--- src/rtl/bpm_pkg.sv ---
package bpm_pkg;
  typedef enum logic [1:0] {
    BPT_NONE = 2'b00,
    BPT_LOW  = 2'b01,  // macro: fetch only / micro: word + half compare
    BPT_MID  = 2'b10,  // macro: store only / micro: word compare
    BPT_ALL  = 2'b11   // macro: any reference / micro: word compare
  } bp_type_e;
endpackage

--- src/rtl/bpm_addr_reg.sv ---
module bpm_addr_reg #(
  parameter int W = 16
) (
  input  logic         clk_i,
  input  logic         rst_ni,
  input  logic         mclr_i,
  input  logic         wr_en_i,
  input  logic [W-1:0] wr_data_i,
  output logic [W-1:0] q_o
);
  logic [W-1:0] q_q;

  always_ff @(posedge clk_i or negedge rst_ni) begin
    if (!rst_ni)      q_q <= '0;
    else if (mclr_i)  q_q <= '0;
    else if (wr_en_i) q_q <= wr_data_i;
  end

  assign q_o = q_q;
endmodule

--- src/rtl/bpm_macro_cmp.sv ---
module bpm_macro_cmp
  import bpm_pkg::*;
#(
  parameter int W = 16
) (
  input  logic         en_i,
  input  bp_type_e     type_i,
  input  logic         vld_i,
  input  logic         fetch_i,
  input  logic         store_i,
  input  logic [W-1:0] addr_i,
  input  logic [W-1:0] bp_i,
  output logic         hit_o
);
  logic kind_ok;

  always_comb begin
    unique case (type_i)
      BPT_LOW: kind_ok = fetch_i;
      BPT_MID: kind_ok = store_i;
      BPT_ALL: kind_ok = 1'b1;
      default: kind_ok = 1'b0;
    endcase
  end

  assign hit_o = en_i && vld_i && kind_ok && (addr_i == bp_i);
endmodule

--- src/rtl/bpm_micro_cmp.sv ---
module bpm_micro_cmp
  import bpm_pkg::*;
#(
  parameter int W      = 16,
  parameter int PAGE_W = 4,
  parameter int WORD_W = 8
) (
  input  logic              en_i,
  input  bp_type_e          type_i,
  input  logic              vld_i,
  input  logic [PAGE_W-1:0] page_i,
  input  logic [WORD_W-1:0] word_i,
  input  logic              half_i,
  input  logic [W-1:0]      bp_i,
  output logic              hit_o
);
  localparam int MA_W = PAGE_W + WORD_W;

  logic [MA_W-1:0] maddr;
  logic            addr_eq;
  logic            half_eq;
  logic            match;

  assign maddr   = {page_i, word_i};
  assign addr_eq = (bp_i[MA_W-1:0] == maddr);
  assign half_eq = (bp_i[MA_W] == half_i);

  always_comb begin
    unique case (type_i)
      BPT_LOW:          match = addr_eq && half_eq;
      BPT_MID, BPT_ALL: match = addr_eq;
      default:          match = 1'b0;
    endcase
  end

  assign hit_o = en_i && vld_i && match;
endmodule

--- src/rtl/bpm_pulse.sv ---
module bpm_pulse (
  input  logic clk_i,
  input  logic rst_ni,
  input  logic mclr_i,
  input  logic hit_i,
  input  logic irq_sel_i,
  output logic stop_o,
  output logic irq_o
);
  logic stop_q, irq_q, fire;

  assign fire = hit_i && !mclr_i;

  always_ff @(posedge clk_i or negedge rst_ni) begin
    if (!rst_ni) begin
      stop_q <= 1'b0;
      irq_q  <= 1'b0;
    end else begin
      stop_q <= fire && !irq_sel_i;
      irq_q  <= fire && irq_sel_i;
    end
  end

  assign stop_o = stop_q;
  assign irq_o  = irq_q;
endmodule

--- src/rtl/bpm_unit.sv ---
module bpm_unit
  import bpm_pkg::*;
#(
  parameter int ADDR_W = 16,
  parameter int PAGE_W = 4,
  parameter int WORD_W = 8
) (
  input  logic              clk_i,
  input  logic              rst_ni,
  input  logic              mclr_i,
  input  logic              bp_wr_en_i,
  input  logic [ADDR_W-1:0] bp_wr_data_i,
  input  logic              micro_sel_i,
  input  logic [1:0]        bp_type_i,
  input  logic              irq_sel_i,
  input  logic              mac_vld_i,
  input  logic              mac_fetch_i,
  input  logic              mac_store_i,
  input  logic [ADDR_W-1:0] mac_addr_i,
  input  logic              mic_vld_i,
  input  logic [PAGE_W-1:0] mic_page_i,
  input  logic [WORD_W-1:0] mic_word_i,
  input  logic              mic_half_i,
  output logic [ADDR_W-1:0] bp_addr_o,
  output logic              stop_o,
  output logic              irq_o
);
  bp_type_e          bp_type;
  logic [ADDR_W-1:0] bp_q;
  logic              mac_hit, mic_hit;

  assign bp_type = bp_type_e'(bp_type_i);

  bpm_addr_reg #(.W(ADDR_W)) i_reg (
    .clk_i, .rst_ni, .mclr_i,
    .wr_en_i   (bp_wr_en_i),
    .wr_data_i (bp_wr_data_i),
    .q_o       (bp_q)
  );

  bpm_macro_cmp #(.W(ADDR_W)) i_mac (
    .en_i    (!micro_sel_i),
    .type_i  (bp_type),
    .vld_i   (mac_vld_i),
    .fetch_i (mac_fetch_i),
    .store_i (mac_store_i),
    .addr_i  (mac_addr_i),
    .bp_i    (bp_q),
    .hit_o   (mac_hit)
  );

  bpm_micro_cmp #(.W(ADDR_W), .PAGE_W(PAGE_W), .WORD_W(WORD_W)) i_mic (
    .en_i   (micro_sel_i),
    .type_i (bp_type),
    .vld_i  (mic_vld_i),
    .page_i (mic_page_i),
    .word_i (mic_word_i),
    .half_i (mic_half_i),
    .bp_i   (bp_q),
    .hit_o  (mic_hit)
  );

  bpm_pulse i_pulse (
    .clk_i, .rst_ni, .mclr_i,
    .hit_i     (mac_hit || mic_hit),
    .irq_sel_i (irq_sel_i),
    .stop_o,
    .irq_o
  );

  assign bp_addr_o = bp_q;
endmodule

--- config.mk ---
export PLATFORM = sky130hd
export DESIGN_NAME = bpm_unit
export DESIGN_NICKNAME = d
export VERILOG_FILES = /design/src/rtl/bpm_pkg.sv /design/src/rtl/bpm_addr_reg.sv /design/src/rtl/bpm_macro_cmp.sv /design/src/rtl/bpm_micro_cmp.sv /design/src/rtl/bpm_pulse.sv /design/src/rtl/bpm_unit.sv
export SDC_FILE = /design/constraint.sdc
export NUM_CORES = 1
export LEC_CHECK = 0
export BUFFER_PORTS_ARGS = -buffer_cell sky130_fd_sc_hd__buf_2
export CORE_ASPECT_RATIO = 0.75
export CORE_MARGIN = 2
export CORE_UTILIZATION = 40
export DETAILED_ROUTE_END_ITERATION = 16
export PLACE_DENSITY = 0.79
export SETUP_SLACK_MARGIN = 0.2
export SYNTH_ARGS = -nofsm -noshare
export SYNTH_HDL_FRONTEND = slang
export SYNTH_SLANG_ARGS = --single-unit
export TNS_END_PERCENT = 10
--- constraint.sdc ---
create_clock -name clk_i -period 1.8 [get_ports clk_i]
set_input_delay 0.09 -clock clk_i [delete_from_list [all_inputs] [get_ports clk_i]]
set_output_delay 0.09 -clock clk_i [all_outputs]
set_load 0.02 [all_outputs]
# ---- Word level (Yosys, flattened, before mapping)
# Index checks and enable logic that the tools add are counted.
dict set report classes {
  n_eq_ne 6
  muxes 4
  n_reduce_logical 15
}
# cell n
set ops {}
lappend ops {{$mux 16} 2}
lappend ops {{$eq 16x16->1} 1}
lappend ops {{$eq 12x12->1} 1}
lappend ops {{$logic_and 1x1->1} 9}
lappend ops {{$eq 2x2->1 const B} 2}
lappend ops {{$logic_not 1->1} 3}
lappend ops {{$pmux 1 s3} 1}
lappend ops {{$eq 2x1->1 const B} 1}
lappend ops {{$pmux 1 s2} 1}
lappend ops {{$reduce_bool 2->1} 1}
lappend ops {{$reduce_or 2->1} 1}
lappend ops {{$eq 1x1->1} 1}
lappend ops {{$logic_or 1x1->1} 1}
dict set report totals {
  inputBits 57
  out_inout_bits 18
  word_cells 28
  ff_bits 18
}

# ---- Logic depth before layout (Yosys ltp)
dict set report depth {
  ltp_word 7
  mapped_depth 5
  depth_no_buf 5
}

# ---- By module
# A second synthesis with hierarchy kept.
dict set report hier_totals {
  hier_cells 101
  hier_area_um2 1089.8
}
# module instances area_per_inst_um2 seq_area_each_um2 cells_each
set by_module_without_submodules {}
lappend by_module_without_submodules {bpm_addr_reg 1 660.6 400.4 52}
lappend by_module_without_submodules {bpm_macro_cmp 1 193.9 0.0 24}
lappend by_module_without_submodules {bpm_micro_cmp 1 153.9 0.0 19}
lappend by_module_without_submodules {bpm_pulse 1 71.3 50.0 4}
lappend by_module_without_submodules {bpm_unit 1 10.0 0.0 2}

# ---- Worst setup path after synthesis
# Ideal clock, no wire load.
dict set report synth_path {
  path_type {register to register}
  start {reg i_reg.q_q[12] (netlist: i_reg.q_o[12])}
  end {reg i_pulse.stop_q (netlist: i_pulse.stop_o)}
  n_path_buf 0
  setup_slack_ns 0.333
  t_required_ns 1.720
  stages_incl_launch_ff 6
  t_arrival_ns 1.387
  period_less_slack_ns 1.467
  setup_ns 0.080
  path_cell_list {dfrtp_1 > xnor2_1 > a21oi_1 > or3_1 > o22ai_1 > nor3b_2}
}
dict set report synth_via {
  elab_chain_len 7
  word_cells_on_any_way 9
  cone_classes {2 x eq/ne; 1 x mux; 6 x reduce/logical}
}
# item line
set synth_rtl {}
lappend synth_rtl {{start, declared} bpm_addr_reg.sv:11} ;# logic [W-1:0] q_q;
lappend synth_rtl {{start signal, assigned} bpm_addr_reg.sv:16} ;# else if (wr_en_i) q_q <= wr_data_i;
lappend synth_rtl {{$eq 1x1->1} bpm_micro_cmp.sv:26} ;# assign half_eq = (bp_i[MA_W] == half_i);
lappend synth_rtl {{$logic_and 1x1->1} bpm_micro_cmp.sv:30} ;# BPT_LOW: match = addr_eq && half_eq;
lappend synth_rtl {{$pmux 1 s2} bpm_micro_cmp.sv:29} ;# unique case (type_i)
lappend synth_rtl {{$logic_and 1x1->1} bpm_micro_cmp.sv:36} ;# assign hit_o = en_i && vld_i && match;
lappend synth_rtl {{$logic_or 1x1->1 *} bpm_unit.sv:65} ;# .hit_i (mac_hit || mic_hit),
lappend synth_rtl {{$logic_and 1x1->1 *} bpm_pulse.sv:12} ;# assign fire = hit_i && !mclr_i;
lappend synth_rtl {{$logic_and 1x1->1 *} bpm_pulse.sv:19} ;# stop_q <= fire && !irq_sel_i;
lappend synth_rtl {{end signal, assigned} bpm_pulse.sv:19}
lappend synth_rtl {{end, declared} bpm_pulse.sv:10} ;# logic stop_q, irq_q, fire;
# Every way passes the cells marked *; elsewhere a longest branch is shown, timed or not.
# A chain may end at the register's enable or synchronous reset.

# ---- Final worst setup path
dict set report layout_path {
  start {reg i_reg.q_q[1] (netlist: i_reg.q_o[1])}
  end {reg i_pulse.stop_q (netlist: i_pulse.stop_o)}
}
dict set report layout_via {
  elab_chain_len 7
  word_cells_on_any_way 9
  cone_classes {2 x eq/ne; 1 x mux; 6 x reduce/logical}
}
# item line
set layout_rtl {}
lappend layout_rtl {{$eq 12x12->1} bpm_micro_cmp.sv:25} ;# assign addr_eq = (bp_i[MA_W-1:0] == maddr);
lappend layout_rtl {{$logic_and 1x1->1} bpm_micro_cmp.sv:30}
lappend layout_rtl {{$pmux 1 s2} bpm_micro_cmp.sv:29}
lappend layout_rtl {{$logic_and 1x1->1} bpm_micro_cmp.sv:36}
lappend layout_rtl {{$logic_or 1x1->1 *} bpm_unit.sv:65}
lappend layout_rtl {{$logic_and 1x1->1 *} bpm_pulse.sv:12}
lappend layout_rtl {{$logic_and 1x1->1 *} bpm_pulse.sv:19}
# Marks and branches as above.

==> results.md <==
- 101 — number of standard cells after synthesis
- 4.68 — via density per instance
- built — CTS tree
- 1,002 — vias post-DR
- 2010 ps — required time reported for the critical path endpoint
- 0.000948 W — Total Power
- 2560 um2 — Core Footprint
- 214 — number of cells in the finished layout apart from fillers
- 0 — yosys synthesis warning count
- 207 — Cells after DPL
- sky130_fd_sc_hd__dfrtp_1 — cell taking the most area after synthesis
- 0 — Overflow after GRT
- xnor2_2 -> nand4_1 -> or3_1 -> o22ai_2 -> nor3b_2 — CP cell instances
- input pin to register — class of the tightest hold or removal check
- 110 ps — clock-pin transition on the worst setup and hold timing paths
- register — startpoint type of the worst setup path
- 0 — number of max-capacitance violations reported
- 38.8 ps — Hold Slack
- 0.262 — clock share of power
- 1510 ps — post-route minimum period
- 0.196 — total track usage
- 0.293 — switching share of power
- sky130_fd_sc_hd__dfrtp_1 (43%), sky130_fd_sc_hd__xor2_1 (17%), sky130_fd_sc_hd__mux2i_1 (15%) — top cells by area, synth
- 613 nW/um2 — PD cells
- 0 — Final Hold Violating Endpoints
- 21 — number of DRC markers after the initial detailed-route iteration
- 4 — largest driver fanout on the critical path
- 63.3 um — overall die width
- 1.00 — share of flip-flops with an asynchronous set or reset
- 0.664 GHz — Peak Freq
- 13.9 um — Routed wire per std cell
- 1 — H-tree depth reported by CTS
- 290 ps — insertion delay of the later-clocked pin in the worst-skew pair
- 1,063 — via count of the first global-routing pass
- 19 — largest net degree at the start of global routing
- 18 — number of distinct standard cells referenced by the synthesized netlist
- register to register — category of the most critical setup path
- 0 — final number of max-transition violations
- 460 ps — largest incremental delay on the critical path
- 0 — antenna cells
- sky130_fd_sc_hd__xor2_1 — cell with the most instances after synthesis
- 48.5 um — die height
- sky130_fd_sc_hd__dfrtp_1 — Synth Flop Type
- 0.863 nW — leakage power of the design
- 4740 um — global-route wire length before repair
- 1060 um2 — Synth Cell Area
- 2 — total iterations of the first detailed-routing run
- 0.477 — part of the total power dissipated in sequential elements
- 244 — fillers
- false — RSZ-0062 raised after global routing
- 0 ps — Post-Route Setup TNS
- 0.000278 W — reported net switching power
- 158 — net count after synthesis
- 0 — number of antenna violations at the first check in global routing
- 16 — Site Rows
- 75 — total I/O pin count
- 5.49 ps — largest clock skew in the final design
- sky130_fd_sc_hd__clkbuf_4 — CTS Root Cell
- 0 — number of failing setup endpoints in the final timing report
- 2970 um — post-detailed-routing wire length
- 271 ps — post-place setup slack
- 0.370 mV — maximum vdd drop
- 0.837 — post-route fraction of the period consumed by the critical path
- simple AND/OR/NAND/NOR gates — kind of cell adding the most delay to the critical path
- 10.5 um2 — Post-Synthesis Mean Instance Area
- 501 ps — slew at the pin closest to its max-slew limit
- 74 — buffers added on ports
- 290 ps — setup slack, reg-to-reg
- 2 — Max Buffers Root-to-Sink
- 0.427 — portion of the post-synthesis area used by sequential elements
- completed — status
- 0 — Antenna Nets Post-Route
- 3 — cts bufs inserted
- register — nature of the critical path endpoint
- 0.261 — fraction of power consumed by combinational cells
- 0 — EDFF count, synth
- 0.783 — routability-driven placement congestion ratio
- 0 — worst path bufs/invs
- 0.427 — fraction of post-synthesis cell area in the top cell type by area
- 0.412 — Initial Utilization
- 18 — number of synthesized register bits
- 0 — Residual DRC
- 0.478 — ratio of cells with drive above 1 in the final layout
- 0.000670 W — Cell Int Power
- 0.666 — worst slew margin relative to its limit
- 18 — clk sink count
- 46.4% — area grow syn2layout
- sky130_fd_sc_hd__xor2_1 (20), sky130_fd_sc_hd__dfrtp_1 (18), sky130_fd_sc_hd__nor2_1 (17) — cell types with the highest counts after synthesis
- 1720 ps — critical path data arrival time
- 3070 um2 — Die ar.
- 294 ps — final worst setup slack
- sky130_fd_sc_hd__dfrtp_2 — slowest cell on the critical path
- 236 — number of nets in the finished design
cells in the final DEF (no fill, tap or decap):
master / count
sky130_fd_sc_hd__xnor2_1: 7
sky130_fd_sc_hd__clkbuf_4: 3
sky130_fd_sc_hd__and3b_1: 1
sky130_fd_sc_hd__mux2i_1: 16
sky130_fd_sc_hd__a21oi_1: 2
sky130_fd_sc_hd__nor4_2: 1
sky130_fd_sc_hd__dlygate4sd3_1: 2
sky130_fd_sc_hd__o22ai_2: 1
sky130_fd_sc_hd__buf_2: 74
sky130_fd_sc_hd__dfrtp_2: 1
sky130_fd_sc_hd__nand4_1: 2
sky130_fd_sc_hd__dfrtp_1: 17
sky130_fd_sc_hd__nor4_1: 4
sky130_fd_sc_hd__nand3_1: 2
sky130_fd_sc_hd__buf_4: 1
sky130_fd_sc_hd__xnor2_2: 2
sky130_fd_sc_hd__or3_1: 1
sky130_fd_sc_hd__clkbuf_8: 1
sky130_fd_sc_hd__nor4b_1: 1
sky130_fd_sc_hd__nor2_1: 17
sky130_fd_sc_hd__nor3b_2: 1
sky130_fd_sc_hd__xor2_1: 20
sky130_fd_sc_hd__nand2_1: 1
worst register-to-register path: stages (launching register included):
cell and delay [ps]:
sky130_fd_sc_hd__dfrtp_2 460, sky130_fd_sc_hd__xnor2_2 170, sky130_fd_sc_hd__nand4_1 110, sky130_fd_sc_hd__or3_1 330, sky130_fd_sc_hd__o22ai_2 180, sky130_fd_sc_hd__nor3b_2 180
path summary, 6_finish.rpt:
kind | to | start | cells past startpoint
worst max-delay path | i_pulse.stop_o$_DFF_PN0_ | i_reg.q_o[1]$_DFFE_PN0P_ | 5
worst min-delay path | i_reg.q_o[1]$_DFFE_PN0P_ | bp_wr_data_i[1] | 3
worst max register to register | i_pulse.stop_o$_DFF_PN0_ | i_reg.q_o[1]$_DFFE_PN0P_ | 5
worst min register to register | i_reg.q_o[15]$_DFFE_PN0P_ | i_reg.q_o[15]$_DFFE_PN0P_ | 2
max in group asynchronous | i_reg.q_o[1]$_DFFE_PN0P_ | rst_ni | 2
min in group asynchronous | i_reg.q_o[14]$_DFFE_PN0P_ | rst_ni | 2
state kept, by name, indices dropped and copies added (netlist names):
signal,count
i_pulse.irq_o,1
i_reg.q_o,16
i_pulse.stop_o,1
power by group through the flow:
stage | Sequential, W | Clock (W) | Combinational, W
6_report | 0.000452 | 0.000249 | 0.000247
5_1_grt | 0.000456 | 0.000272 | 0.000271
4_1_cts | 0.000451 | 0.000258 | 0.000242
3_5_place_dp | 0.000459 | 0 | 0.000237
3_3_place_gp | 0.000456 | 0 | 0.000232
2_1_floorplan | 0.000481 | 0 | 0.0000985
cells by family after synthesis:
| group | synth area share |
|---|---|
| flops | 0.427 |
| simple gates | 0.149 |
| xor+xnor | 0.241 |
| compound gates | 0.0154 |
| buf+inv | 0.0166 |
| mux | 0.152 |
metrics by stage:
stage                     cell area (um2)  utilization
after floorplan                      1060            -
after global placement               1450        0.567
after detailed placement             1450        0.567
after CTS                            1510        0.589
after global routing                 1550        0.604
final                                1550        0.604
cell type report:
type | instances | area (um2) | area share
multi-input cells | 79 | 616 | 0.398
repair buffers | 77 | 398 | 0.257
clock buffers | 4 | 36.3 | 0.0235
flip-flops and latches | 18 | 452 | 0.292
well taps | 36 | 45.0 | 0.0291
per-layer routing:
layer	GRT usage	routed length (um)
met2	0.361	1500
met3	0.0419	241
met4	0.0652	38
met1	0.225	1190
met5	0	0
timing repair:
action,in CTS,in global routing
hold endpoints to repair,19,0
hold buffers,2,0
setup buffers,0,1
resized for setup,0,5
setup endpoints to repair,0,2
No activity file was read; power rests on OpenSTA's default activity.
